--- config.mk ---
export PLATFORM = sky130hd
export DESIGN_NAME = restoring_divider
export DESIGN_NICKNAME = d
export VERILOG_FILES = /design/src/rtl/div_pkg.sv /design/src/rtl/div_addsub.sv /design/src/rtl/div_ctrl.sv /design/src/rtl/div_datapath.sv /design/src/rtl/restoring_divider.sv
export SDC_FILE = /design/constraint.sdc
export NUM_CORES = 1
export LEC_CHECK = 0
export BUFFER_PORTS_ARGS = -buffer_cell sky130_fd_sc_hd__buf_2
export CORE_MARGIN = 5
export CORE_UTILIZATION = 40
export DETAILED_ROUTE_END_ITERATION = 8
export SLEW_MARGIN = 20
export SYNTH_ARGS = -nofsm -noshare
export SYNTH_HDL_FRONTEND = slang
export SYNTH_SLANG_ARGS = --single-unit
--- constraint.sdc ---
create_clock -name clk -period 5.36 [get_ports clk]
set_clock_uncertainty 0.2 [all_clocks]
set_input_delay 0.804 -clock clk [delete_from_list [all_inputs] [get_ports clk]]
set_output_delay 0.804 -clock clk [all_outputs]
set_load 0.05 [all_outputs]
--- src/rtl/div_pkg.sv ---
// Shared types for the restoring divider.
// Assumes: used by div_ctrl only; no parameters live here.
package div_pkg;
    typedef enum logic [1:0] {
        ST_IDLE,   // waiting for start
        ST_TRY,    // trial subtraction this cycle
        ST_UNDO,   // add divisor back after a negative trial
        ST_FIN     // one-cycle completion
    } div_state_e;
endpackage

--- src/rtl/div_addsub.sv ---
// Shared add/subtract unit for the divider datapath.
// Does: a - b when sub_i is set, a + b otherwise, mod 2**DW.
// Flags neg_o when a subtraction borrows (unsigned a < b).
// Assumes: purely combinational, no state.
module div_addsub #(
    parameter int DW = 64
) (
    input  logic [DW-1:0] a_i,
    input  logic [DW-1:0] b_i,
    input  logic          sub_i,
    output logic [DW-1:0] sum_o,
    output logic          neg_o
);
    logic [DW:0] wide;

    // Extended-width add or subtract so the borrow lands in the top bit.
    always_comb begin
        if (sub_i) wide = {1'b0, a_i} - {1'b0, b_i};
        else       wide = {1'b0, a_i} + {1'b0, b_i};
    end

    assign sum_o = wide[DW-1:0];
    assign neg_o = sub_i & wide[DW];
endmodule

--- src/rtl/div_ctrl.sv ---
// Control state machine for the restoring divider.
// Does: sequences STEPS trial steps, inserting an add-back cycle
// after each negative trial, then pulses done for one cycle.
// Assumes: neg_i is valid in ST_TRY; synchronous active-low reset.
module div_ctrl
    import div_pkg::*;
#(
    parameter int STEPS = 33
) (
    input  logic clk,
    input  logic rst_n,
    input  logic start_i,
    input  logic neg_i,
    output logic load_o,
    output logic sub_o,
    output logic rem_we_o,
    output logic step_o,
    output logic qbit_o,
    output logic busy_o,
    output logic done_o
);
    localparam int CW = $clog2(STEPS + 1);

    div_state_e    state, state_nx;
    logic [CW-1:0] cnt;
    logic          last;

    assign last = (cnt == CW'(STEPS - 1));

    // Datapath strobes decoded from the current state.
    always_comb begin
        load_o   = (state == ST_IDLE) && start_i;
        sub_o    = (state == ST_TRY);
        rem_we_o = (state == ST_TRY) || (state == ST_UNDO);
        step_o   = ((state == ST_TRY) && !neg_i) || (state == ST_UNDO);
        qbit_o   = (state == ST_TRY);
        busy_o   = (state != ST_IDLE);
        done_o   = (state == ST_FIN);
    end

    // Next-state selection.
    always_comb begin
        state_nx = state;
        unique case (state)
            ST_IDLE: if (start_i) state_nx = ST_TRY;
            ST_TRY:  if (neg_i)   state_nx = ST_UNDO;
                     else         state_nx = last ? ST_FIN : ST_TRY;
            ST_UNDO: state_nx = last ? ST_FIN : ST_TRY;
            ST_FIN:  state_nx = ST_IDLE;
            default: state_nx = ST_IDLE;
        endcase
    end

    // State and step-counter registers.
    always_ff @(posedge clk) begin
        if (!rst_n) begin
            state <= ST_IDLE;
            cnt   <= '0;
        end else begin
            state <= state_nx;
            if (load_o)      cnt <= '0;
            else if (step_o) cnt <= cnt + 1'b1;
        end
    end
endmodule

--- src/rtl/div_datapath.sv ---
// Register datapath of the restoring divider.
// Does: holds a double-width divisor that shifts right each step, a
// double-width partial remainder, and a quotient that shifts left.
// Assumes: strobes come from div_ctrl; step and rem_we may coincide.
module div_datapath #(
    parameter int W = 32
) (
    input  logic         clk,
    input  logic         rst_n,
    input  logic         load_i,
    input  logic         sub_i,
    input  logic         rem_we_i,
    input  logic         step_i,
    input  logic         qbit_i,
    input  logic [W-1:0] dividend_i,
    input  logic [W-1:0] divisor_i,
    output logic         neg_o,
    output logic [W-1:0] quotient_o,
    output logic [W-1:0] remainder_o
);
    localparam int DW = 2 * W;

    logic [DW-1:0] dvs_q;
    logic [DW-1:0] rem_q;
    logic [W-1:0]  quo_q;
    logic [DW-1:0] sum;

    div_addsub #(.DW(DW)) u_addsub (
        .a_i   (rem_q),
        .b_i   (dvs_q),
        .sub_i (sub_i),
        .sum_o (sum),
        .neg_o (neg_o)
    );

    // Load operands, then update remainder, quotient and divisor per step.
    always_ff @(posedge clk) begin
        if (!rst_n) begin
            dvs_q <= '0;
            rem_q <= '0;
            quo_q <= '0;
        end else if (load_i) begin
            dvs_q <= {divisor_i, {W{1'b0}}};
            rem_q <= {{W{1'b0}}, dividend_i};
            quo_q <= '0;
        end else begin
            if (rem_we_i) rem_q <= sum;
            if (step_i) begin
                quo_q <= {quo_q[W-2:0], qbit_i};
                dvs_q <= dvs_q >> 1;
            end
        end
    end

    assign quotient_o  = quo_q;
    assign remainder_o = rem_q[W-1:0];
endmodule

--- src/rtl/restoring_divider.sv ---
// Top of the unsigned restoring sequential divider.
// Does: connects the controller to the datapath; start/done handshake.
// Assumes: start_i is honoured only while busy_o is low.
module restoring_divider #(
    parameter int W = 32
) (
    input  logic         clk,
    input  logic         rst_n,
    input  logic         start_i,
    input  logic [W-1:0] dividend_i,
    input  logic [W-1:0] divisor_i,
    output logic         busy_o,
    output logic         done_o,
    output logic [W-1:0] quotient_o,
    output logic [W-1:0] remainder_o
);
    localparam int STEPS = W + 1;

    logic load, sub, rem_we, step, qbit, neg;

    div_ctrl #(.STEPS(STEPS)) u_ctrl (
        .clk      (clk),
        .rst_n    (rst_n),
        .start_i  (start_i),
        .neg_i    (neg),
        .load_o   (load),
        .sub_o    (sub),
        .rem_we_o (rem_we),
        .step_o   (step),
        .qbit_o   (qbit),
        .busy_o   (busy_o),
        .done_o   (done_o)
    );

    div_datapath #(.W(W)) u_dp (
        .clk         (clk),
        .rst_n       (rst_n),
        .load_i      (load),
        .sub_i       (sub),
        .rem_we_i    (rem_we),
        .step_i      (step),
        .qbit_i      (qbit),
        .dividend_i  (dividend_i),
        .divisor_i   (divisor_i),
        .neg_o       (neg),
        .quotient_o  (quotient_o),
        .remainder_o (remainder_o)
    );
endmodule

==> results of run 1 <==
==> cell type report <==
class | count | area share
clock inverter | 12 | 0.0101
tap | 390 | 0.0352
sequential | 168 | 0.243
multi-input combinational | 1169 | 0.569
clock buffer | 20 | 0.0337
inverter | 41 | 0.0111
timing repair buffer | 210 | 0.0982
==> worst max-delay path by stage <==
stage / end / slack, ns / cells after the start
2_1_floorplan: u_dp.quotient_o[31]$_SDFFE_PP0N_ / 0.37 / 25
3_3_place_gp: u_dp.dvs_q[32]$_SDFFE_PN0P_ / -0.20 / 21
3_5_place_dp: u_dp.dvs_q[32]$_SDFFE_PN0P_ / -0.23 / 21
4_1_cts: u_dp.dvs_q[36]$_SDFFE_PN0P_ / 0.01 / 20
5_1_grt: u_dp.dvs_q[62]$_SDFFE_PN0P_ / -0.02 / 21
6_report: u_ctrl.cnt[4]$_SDFFE_PP0N_ / 0.24 / 22
==> metrics by stage <==
step           cells  area [um2]  setup WS, ns
3_5_place_dp    1960       12800        -0.227
5_1_grt         2010       13900       -0.0196
2_1_floorplan   1491       11800         0.365
6_report        2010       13900         0.239
3_3_place_gp    1960       12800        -0.201
4_1_cts         1993       13500        0.0133
==> layer usage <==
metal / share of wire / up-vias
met4: 0.017 / 4
met3: 0.054 / 41
met1: 0.48 / 5099
met5: 0.0010 / -
li1: - / 5519
met2: 0.45 / 236
==> registers in the layout, indices dropped and copies added, names as in the netlist <==
register	cells
u_dp.rem_q	64
u_dp.quotient_o	32
u_dp.dvs_q	64
u_ctrl.state	2
u_ctrl.cnt	6
==> cell usage in the layout, fill, tap and decap left out, types with 37 or more instances in the layout <==
master,instances
a21o_1,37
a21oi_1,173
buf_2,132
buf_4,70
dfxtp_1,165
ha_1,65
inv_1,41
mux2i_1,114
nand2_1,73
nor2_1,218
o21ai_0,79
xnor2_1,90
==> cell usage after synthesis (3+ instances only) <==
cell,number
o21bai_1,18
o21ai_0,80
buf_4,35
o21ai_1,5
xor2_1,27
nand2_1,77
buf_12,3
a221o_1,3
buf_6,3
nand2b_1,8
nor4_1,12
a311oi_1,3
or2_2,3
a21o_1,37
nor2b_1,7
nand4_1,25
or4_1,4
o2111ai_1,3
o311ai_0,3
mux2i_1,114
xnor2_1,90
a31oi_1,12
ha_1,71
a211oi_1,25
o21a_1,5
nor2_1,219
and2_1,5
buf_2,13
clkbuf_1,56
inv_1,41
nand3_1,21
o31ai_1,4
dfxtp_1,168
or3_1,12
and3_1,14
buf_1,3
nor3_1,29
o211ai_1,4
a21oi_1,179
o22ai_1,3
==> tightest hold or removal path, cell delays in order, from the launching register on <==
cell and delay [ns]:
dfxtp_1 0.32, nand2_1 0.05, o21ai_1 0.05
==> power by group through the flow <==
stage | clock (mW) | sequential [mW] | combinational, mW
after detailed placement | 0 | 1.44 | 1.74
after CTS | 1.32 | 1.41 | 1.76
after global routing | 1.37 | 1.43 | 2.00
after global placement | 0 | 1.44 | 1.73
after floorplan | 0 | 1.42 | 1.36
final | 1.30 | 1.42 | 1.81
==> repair_timing <==
item,CTS,global route
pin swaps,2,19
resized for setup,6,40
gates cloned,0,4
setup endpoints to repair,99,105
setup buffers,1,13
==> cells by family (layout without fill, tap and decap cells) <==
kind of cell,count (synthesis),after routing,synth area share
AO/OA/AOI/OAI,416,417,0.215
XOR/XNOR,117,117,0.0866
adder cells (fa/ha/maj),72,72,0.0768
buffers and inverters,155,283,0.0686
flip-flops,168,168,0.284
multiplexers,114,114,0.0964
AND/OR/NAND/NOR,449,449,0.172
==> results.json, run 1 <==
{
  "busiest_layer": "met2",
  "drive_above_1_share": 0.183,
  "synth.largest_area_cell": "dfxtp_1",
  "routed_wl_mm": 33.5,
  "path_clk_slew_ns": 0.07,
  "synth-seq-cells": 168,
  "postRouteAntennaNets": 0,
  "power_switching_share": 0.384,
  "multi_input_area_um2": 7880,
  "cts_hold_buffers": 0,
  "clock_path_buffers": 2,
  "worst_hold_path_type": "flip-flop to flip-flop",
  "first_pass_iters": 5,
  "reg2regPathDepth": 22,
  "initialDrtViolationCount": 689,
  "netlist_instances": 1491,
  "cp-end-kind": "flip-flop",
  "status": "complete, no violations",
  "worst_slew_pin_slew_ns": 1.08,
  "drv_cap": 0,
  "critPathKind": "flip-flop to flip-flop",
  "r2r_slack_ns": 0.24,
  "start_kind": "flip-flop",
  "final_nets": 1746,
  "yosysSeqAreaShare": 0.284,
  "r2r_end": "u_ctrl.cnt[4]$_SDFFE_PP0N_",
  "core_um2": 29400,
  "p_int_mw": 2.79,
  "p_leak_nw": 5.72,
  "relSlewSlack": 0.279,
  "gp_congestion": 0.904,
  "num_rows": 63,
  "tns_ns": 0,
  "syn_area_per_cell_um2": 7.94,
  "fillCellCount": 2907,
  "synth_area_leaders": "dfxtp_1, mux2i_1, a21oi_1, ha_1, nor2_1",
  "arrival_ns": 5.23,
  "track_usage": 0.194,
  "initial_utilization": 0.402,
  "slowest_stage": "a2111o_1",
  "cts_root_buffer": "clkbuf_16",
  "grt_overflow": 0,
  "min_period_over_period": 0.955,
  "crit_fanout": 7,
  "path_delay_family": "simple AND/OR/NAND/NOR gates",
  "insertion_delay_ns": 0.44,
  "synth_edf_count": 0,
  "drc_errors": 0,
  "first_global_vias": 10400,
  "synth-main-ff-cell": "dfxtp_1",
  "slowest_delay_ns": 0.41,
  "min_from": "u_dp.rem_q[51]$_SDFFE_PP0P_",
  "die_y_um": 182,
  "syn_to_final_growth_pct": 17.1,
  "power.density_nw_per_um2": 327,
  "grt_use_met1": 0.264,
  "synth_cell_types": 78,
  "synth_warnings": 0,
  "cts.sinks": 168,
  "hold_depth": 2,
  "pwr-share-clk": 0.286,
  "port_buffers": 132,
  "whs_endpoint": "u_dp.rem_q[51]$_SDFFE_PP0P_",
  "antenna_cells": 0,
  "ioPinCount": 133,
  "met2_usage": 0.313,
  "crit_start": "u_dp.dvs_q[6]$_SDFFE_PP0N_",
  "register_area_um2": 3370,
  "wl_per_cell_um": 16.6,
  "cts_buffers": 17,
  "cts_max_level": 4,
  "report.final.slew_viol_count": 0,
  "p_total_mw": 4.52,
  "r2r-start": "u_dp.dvs_q[6]$_SDFFE_PP0N_",
  "fmax_ghz": 0.195,
  "grt_pass1_wl_mm": 53.4,
  "vias_per_cell": 5.42,
  "synth_nets": 1630,
  "hold_viol_final": 0,
  "final_core_util": 0.471,
  "pwr-share-seq": 0.313,
  "path_cells": "nor4_4, nor2b_2, and3b_2, and4bb_1, and3_4, and2b_2, buf_4, a21oi_2, xnor2_1, ha_2, nand4_1, nor3_2, buf_4, a2111o_1, o21a_1, o221a_4, o22a_4, buf_12, buf_4, nand4_1, xor2_1, nor2_1",
  "p_comb_frac": 0.401,
  "crit_buf_inv": 4,
  "synthDominantCellAreaShare": 0.284,
  "setup_viol": 0,
  "grt_max_degree": 94,
  "tritoncts": "yes",
  "p_sw_mw": 1.74,
  "fp.dieW_um": 182,
  "antenna_found_initial": 2,
  "num_vias": 10900,
  "met3_usage": 0.0395,
  "cp.required_ns": 5.46,
  "crit_top_cell": "buf_4",
  "period_needed_ns": 5.12,
  "irDropWorstVdd_mv": 0.227,
  "die_area_um2": 33100,
  "dp_hpwl_mm": 24.3,
  "synthesis.area_um2": 11800,
  "holdWs_ns": 0.256,
  "synthArstFlopShare": 0
}
(Power assumes the default switching activity.)
==> run 2, diff against run 1 <==
- REMOVE_ABC_BUFFERS: default -> 1
==> results.json, run 2 (synthesized netlist as in run 1, its figures left out) <==
{
  "hold_depth": 2,
  "port_buffers": 132,
  "status": "complete, no violations",
  "postRouteAntennaNets": 0,
  "grt_max_degree": 63,
  "first_global_vias": 10600,
  "r2r-start": "u_dp.dvs_q[6]$_SDFFE_PP0N_",
  "core_um2": 29400,
  "crit_fanout": 15,
  "arrival_ns": 5.27,
  "gp_congestion": 0.934,
  "mostFrequentLayoutCells": "nor2_1, a21oi_1, dfxtp_1, buf_2, mux2i_1",
  "r2r_end": "u_ctrl.cnt[2]$_SDFFE_PP0N_",
  "irDropWorstVdd_mv": 0.192,
  "die_area_um2": 33100,
  "min_period_over_period": 0.960,
  "worst_slew_pin_slew_ns": 0.948,
  "register_area_um2": 3370,
  "drc_errors": 0,
  "final_nets": 1752,
  "track_usage": 0.198,
  "cts_root_buffer": "clkbuf_16",
  "period_needed_ns": 5.15,
  "timing.final.ws_setup_ns": 0.215,
  "num_vias": 11000,
  "routed_wl_mm": 34.2,
  "reg2regPathDepth": 23,
  "grt_pass1_wl_mm": 54.6,
  "initialDrtViolationCount": 569,
  "p_total_mw": 4.52,
  "syn_to_final_growth_pct": 17.2,
  "critPathKind": "flip-flop to flip-flop",
  "cp-end-kind": "flip-flop",
  "place_inst": 1970,
  "worst_hold_path_type": "flip-flop to flip-flop",
  "cts.sinks": 168,
  "die_y_um": 182,
  "insertion_delay_ns": 0.46,
  "p_leak_nw": 5.73,
  "wl_per_cell_um": 16.9,
  "fmax_ghz": 0.194,
  "drive_above_1_share": 0.186,
  "setup_viol": 0,
  "hold_viol_final": 0,
  "relSlewSlack": 0.365,
  "dp_hpwl_mm": 24.9,
  "stdcell_count": 2016,
  "tritoncts": "yes",
  "path_clk_slew_ns": 0.08,
  "start_kind": "flip-flop",
  "fp.dieW_um": 182,
  "dp_slack_ns": -0.176,
  "initial_utilization": 0.402,
  "num_rows": 63,
  "first_pass_iters": 5,
  "clock_path_buffers": 2,
  "cts_buffers": 17,
  "vias_per_cell": 5.45,
  "drv_cap": 0,
  "antenna_cells": 0,
  "report.final.slew_viol_count": 0,
  "grt_overflow": 0,
  "multi_input_area_um2": 7850,
  "ioPinCount": 133,
  "mostFrequentLayoutCell": "nor2_1",
  "cp.required_ns": 5.49,
  "antenna_found_initial": 0,
  "fillCellCount": 2938,
  "cts_max_level": 4,
  "power.density_nw_per_um2": 326,
  "whs_endpoint": "u_dp.rem_q[51]$_SDFFE_PP0P_",
  "min_from": "u_dp.rem_q[51]$_SDFFE_PP0P_",
  "r2r_slack_ns": 0.21
}
==> run 2: report_power, final <==
| part | total, mW | switching, mW | internal, mW | leakage [nW] |
|---|---|---|---|---|
| Combinational | 1.83 | 1.09 | 0.733 | 4.07 |
| Clock | 1.28 | 0.647 | 0.633 | 0.290 |
| Sequential | 1.42 | 0.0848 | 1.33 | 1.37 |
==> run 2: what timing repair did <==
action                                  CTS  global route
endpoints found under the setup margin   97           110
hold buffers                              0             0
resized for setup                         3            41
buffers inserted                          0            10
gates cloned                              0             4
pin swaps                                 1            16
==> run 2: how the worst max path moves through the flow <==
stage / start / slack [ns] / cells past startpoint / end
after floorplan: u_ctrl.state[1]$_SDFFE_PN0P_ / -1.07 / 16 / u_ctrl.cnt[4]$_SDFFE_PP0N_
final: u_dp.dvs_q[6]$_SDFFE_PP0N_ / 0.21 / 23 / u_ctrl.cnt[2]$_SDFFE_PP0N_
after CTS: u_dp.dvs_q[3]$_SDFFE_PP0N_ / 0.009 / 22 / u_dp.dvs_q[37]$_SDFFE_PN0P_
after global placement: u_dp.dvs_q[3]$_SDFFE_PP0N_ / -0.10 / 21 / u_dp.quotient_o[11]$_SDFFE_PP0N_
after detailed placement: u_dp.dvs_q[3]$_SDFFE_PP0N_ / -0.18 / 21 / u_dp.quotient_o[8]$_SDFFE_PP0N_
after global routing: u_dp.dvs_q[5]$_SDFFE_PP0N_ / -0.02 / 24 / u_ctrl.cnt[2]$_SDFFE_PP0N_
==> run 2: layout make-up <==
class | instances | area share
multi-input combinational | 1169 | 0.566
tap | 390 | 0.0352
sequential | 168 | 0.243
inverter | 41 | 0.0111
clock buffer | 17 | 0.0307
clock inverter | 15 | 0.0125
timing repair buffer | 216 | 0.102
==> run 2: per-stage QoR <==
| stage | setup TNS [ns] | utilization | instance area [um2] | hold WS [ns] |
|---|---|---|---|---|
| after global routing | -0.0692 | 0.472 | 13900 | 0.284 |
| after global placement | -6.47 | 0.439 | 12900 | 0.246 |
| after floorplan | -101.35 | - | 11200 | 0.232 |
| after detailed placement | -10.77 | 0.439 | 12900 | 0.251 |
| final | 0 | 0.472 | 13900 | 0.265 |
| after CTS | 0 | 0.460 | 13500 | 0.263 |
==> run 2: routing by layer <==
| layer | GRT usage | share of wire | vias up |
|---|---|---|---|
| met5 | 0 | 0 | - |
| met4 | 0.0546 | 0.018 | 0 |
| met3 | 0.0353 | 0.043 | 42 |
| met2 | 0.329 | 0.47 | 252 |
| met1 | 0.266 | 0.47 | 5175 |
| li1 | - | - | 5519 |
==> run 2: critical path: stages (launching register included) <==
cell       delay (ns)
dfxtp_1          0.34
nor4_2           0.37
nor2b_1          0.22
and3b_2          0.24
and4bb_1         0.25
and3_4           0.22
and2b_2          0.23
buf_4            0.14
nor2_1           0.04
xnor2_1          0.15
ha_1             0.35
nand2_1          0.09
o21ai_1          0.10
a21oi_1          0.17
o21ai_1          0.11
a2111o_1         0.41
o21a_1           0.23
o221a_4          0.27
o22a_4           0.26
buf_4            0.16
clkbuf_16        0.18
nand2_1          0.09
xor2_1           0.14
nor2_1           0.05
==> run 3, diff against run 2 <==
- MAX_ROUTING_LAYER: default -> met4
==> results.json, run 3 (synthesized netlist as in run 1, its figures left out) <==
{
  "slowest_delay_ns": 0.41,
  "antenna_found_initial": 0,
  "vias_per_cell": 5.37,
  "cp.required_ns": 5.47,
  "postRouteAntennaNets": 0,
  "pwr-share-clk": 0.285,
  "cts_root_buffer": "clkbuf_16",
  "fin_area_um2": 13800,
  "start_kind": "flip-flop",
  "cts_max_level": 4,
  "cts_hold_buffers": 0,
  "slowest_stage": "a2111o_1",
  "track_usage": 0.203,
  "num_rows": 63,
  "fp.dieW_um": 182,
  "period_needed_ns": 5.17,
  "grt_pass1_wl_mm": 54.3,
  "path_delay_family": "compound AO/OA/AOI/OAI gates",
  "status": "complete, no violations",
  "cts_buffers": 17,
  "syn_to_final_growth_pct": 16.8,
  "cts.sinks": 168,
  "rsz0062_at_grt": "true",
  "mostFrequentLayoutCell": "nor2_1",
  "clock_path_buffers": 2,
  "die_y_um": 182,
  "port_buffers": 132,
  "worst_hold_path_type": "flip-flop to flip-flop",
  "die_area_um2": 33100,
  "p_leak_nw": 5.73,
  "pwr-share-seq": 0.311,
  "grt_max_degree": 63,
  "arrival_ns": 5.28,
  "num_vias": 10900,
  "power.density_nw_per_um2": 330,
  "dp_hpwl_mm": 25.0,
  "grt_overflow": 0,
  "crit_fanout": 23,
  "power_switching_share": 0.402,
  "final_nets": 1756,
  "path_clk_slew_ns": 0.09,
  "hold_viol_final": 0,
  "crit_buf_inv": 4,
  "relSlewSlack": 0.306,
  "first_global_vias": 10800,
  "p_sw_mw": 1.83,
  "cp-end-kind": "flip-flop",
  "drive_above_1_share": 0.180,
  "initialDrtViolationCount": 734,
  "drv_cap": 0,
  "initial_utilization": 0.402,
  "dpl_cell_area_um2": 13100,
  "routed_wl_mm": 33.4,
  "report.final.slew_viol_count": 0,
  "antenna_cells": 0,
  "fmax_ghz": 0.193,
  "p_comb_frac": 0.404,
  "irDropWorstVdd_mv": 0.226,
  "first_pass_iters": 5,
  "r2r_slack_ns": 0.19,
  "final_core_util": 0.470,
  "wl_per_cell_um": 16.5,
  "min_period_over_period": 0.965,
  "gp_congestion": 0.927,
  "p_int_mw": 2.72,
  "ioPinCount": 133,
  "setup_viol": 0,
  "critPathKind": "flip-flop to flip-flop",
  "tritoncts": "yes",
  "drc_errors": 0,
  "mostFrequentLayoutCells": "nor2_1, a21oi_1, dfxtp_1, buf_2, mux2i_1",
  "worst_slew_pin_slew_ns": 1.04,
  "insertion_delay_ns": 0.45,
  "core_um2": 29400
}
run 3: cell types whose count changed in the layout (fill, tap and decap cells not counted), sizes merged:
cell	previous run	this run
buf	213	220
clkbuf	20	17
inv	50	49
clkinv	5	6
run 3: repair_timing:
item                                    CTS  global route
cloned                                    0             1
endpoints found under the setup margin   68           110
gates resized for setup                   2            23
pin swaps                                 0            10
setup buffers                             0             2
endpoints found under the hold margin     0             0
run 3: area by class of cell:
| class | count | area, um2 |
|---|---|---|
| Timing Repair Buffer | 220 | 1410 |
| Clock inverter | 15 | 195 |
| Sequential cell | 168 | 3360 |
| Inverter | 41 | 154 |
| Multi-Input combinational cell | 1169 | 7780 |
| Tap cell | 390 | 488 |
| Fill cell | 2968 | 15600 |
| Clock buffer | 17 | 425 |
run 3: routing by layer:
metal,vias to the layer above,part of all wire,GRT usage
met1,5073,0.48,0.262
met3,39,0.042,0.0355
li1,5533,-,-
met5,-,0,-
met2,208,0.46,0.325
met4,0,0.018,0.0609
run 3: worst reg2reg max path: stages, from the launching register on:
cell	delay [ns]
dfxtp_1	0.33
nor4_2	0.27
buf_4	0.16
and4b_1	0.22
nand2b_1	0.11
nor2_2	0.13
and3_4	0.21
nand2_2	0.11
nor2_1	0.12
buf_4	0.15
buf_12	0.11
a21oi_1	0.06
xnor2_1	0.22
ha_1	0.31
a21oi_2	0.22
o21ai_1	0.09
a21oi_1	0.16
o21ai_1	0.12
a2111o_1	0.41
o21a_1	0.22
o221a_2	0.29
o22a_4	0.30
buf_12	0.20
nand2_1	0.10
xor2_1	0.15
nor2_1	0.05
run 3: path summary, 6_finish.rpt:
check                                end  cells past startpoint                   startpoint
min          u_dp.rem_q[49]$_SDFFE_PP0P_                      2  u_dp.rem_q[49]$_SDFFE_PP0P_
min reg2reg  u_dp.rem_q[49]$_SDFFE_PP0P_                      2  u_dp.rem_q[49]$_SDFFE_PP0P_
max reg2reg   u_ctrl.cnt[2]$_SDFFE_PP0N_                     25   u_dp.dvs_q[2]$_SDFFE_PP0N_
max           u_ctrl.cnt[2]$_SDFFE_PP0N_                     25   u_dp.dvs_q[2]$_SDFFE_PP0N_
run 3: metrics by stage:
stage	setup TNS (ns)	power (mW)	std cells	setup WS, ns	hold WS [ns]
3_3_place_gp	0	3.23	1985	0.0293	0.242
3_5_place_dp	-0.337	3.24	1985	-0.0329	0.253
4_1_cts	0	4.56	2017	0.00247	0.266
5_1_grt	-3.19	4.84	2020	-0.130	0.286
2_1_floorplan	-101.35	2.70	1377	-1.07	0.232
6_report	0	4.55	2020	0.188	0.268
run 3: power by group through the flow:
stage          Combinational, mW  Clock (mW)  Sequential [mW]
2_1_floorplan               1.16           0             1.54
6_report                    1.84        1.30             1.41
4_1_cts                     1.81        1.33             1.42
3_5_place_dp                1.80           0             1.44
5_1_grt                     2.03        1.38             1.43
3_3_place_gp                1.79           0             1.44
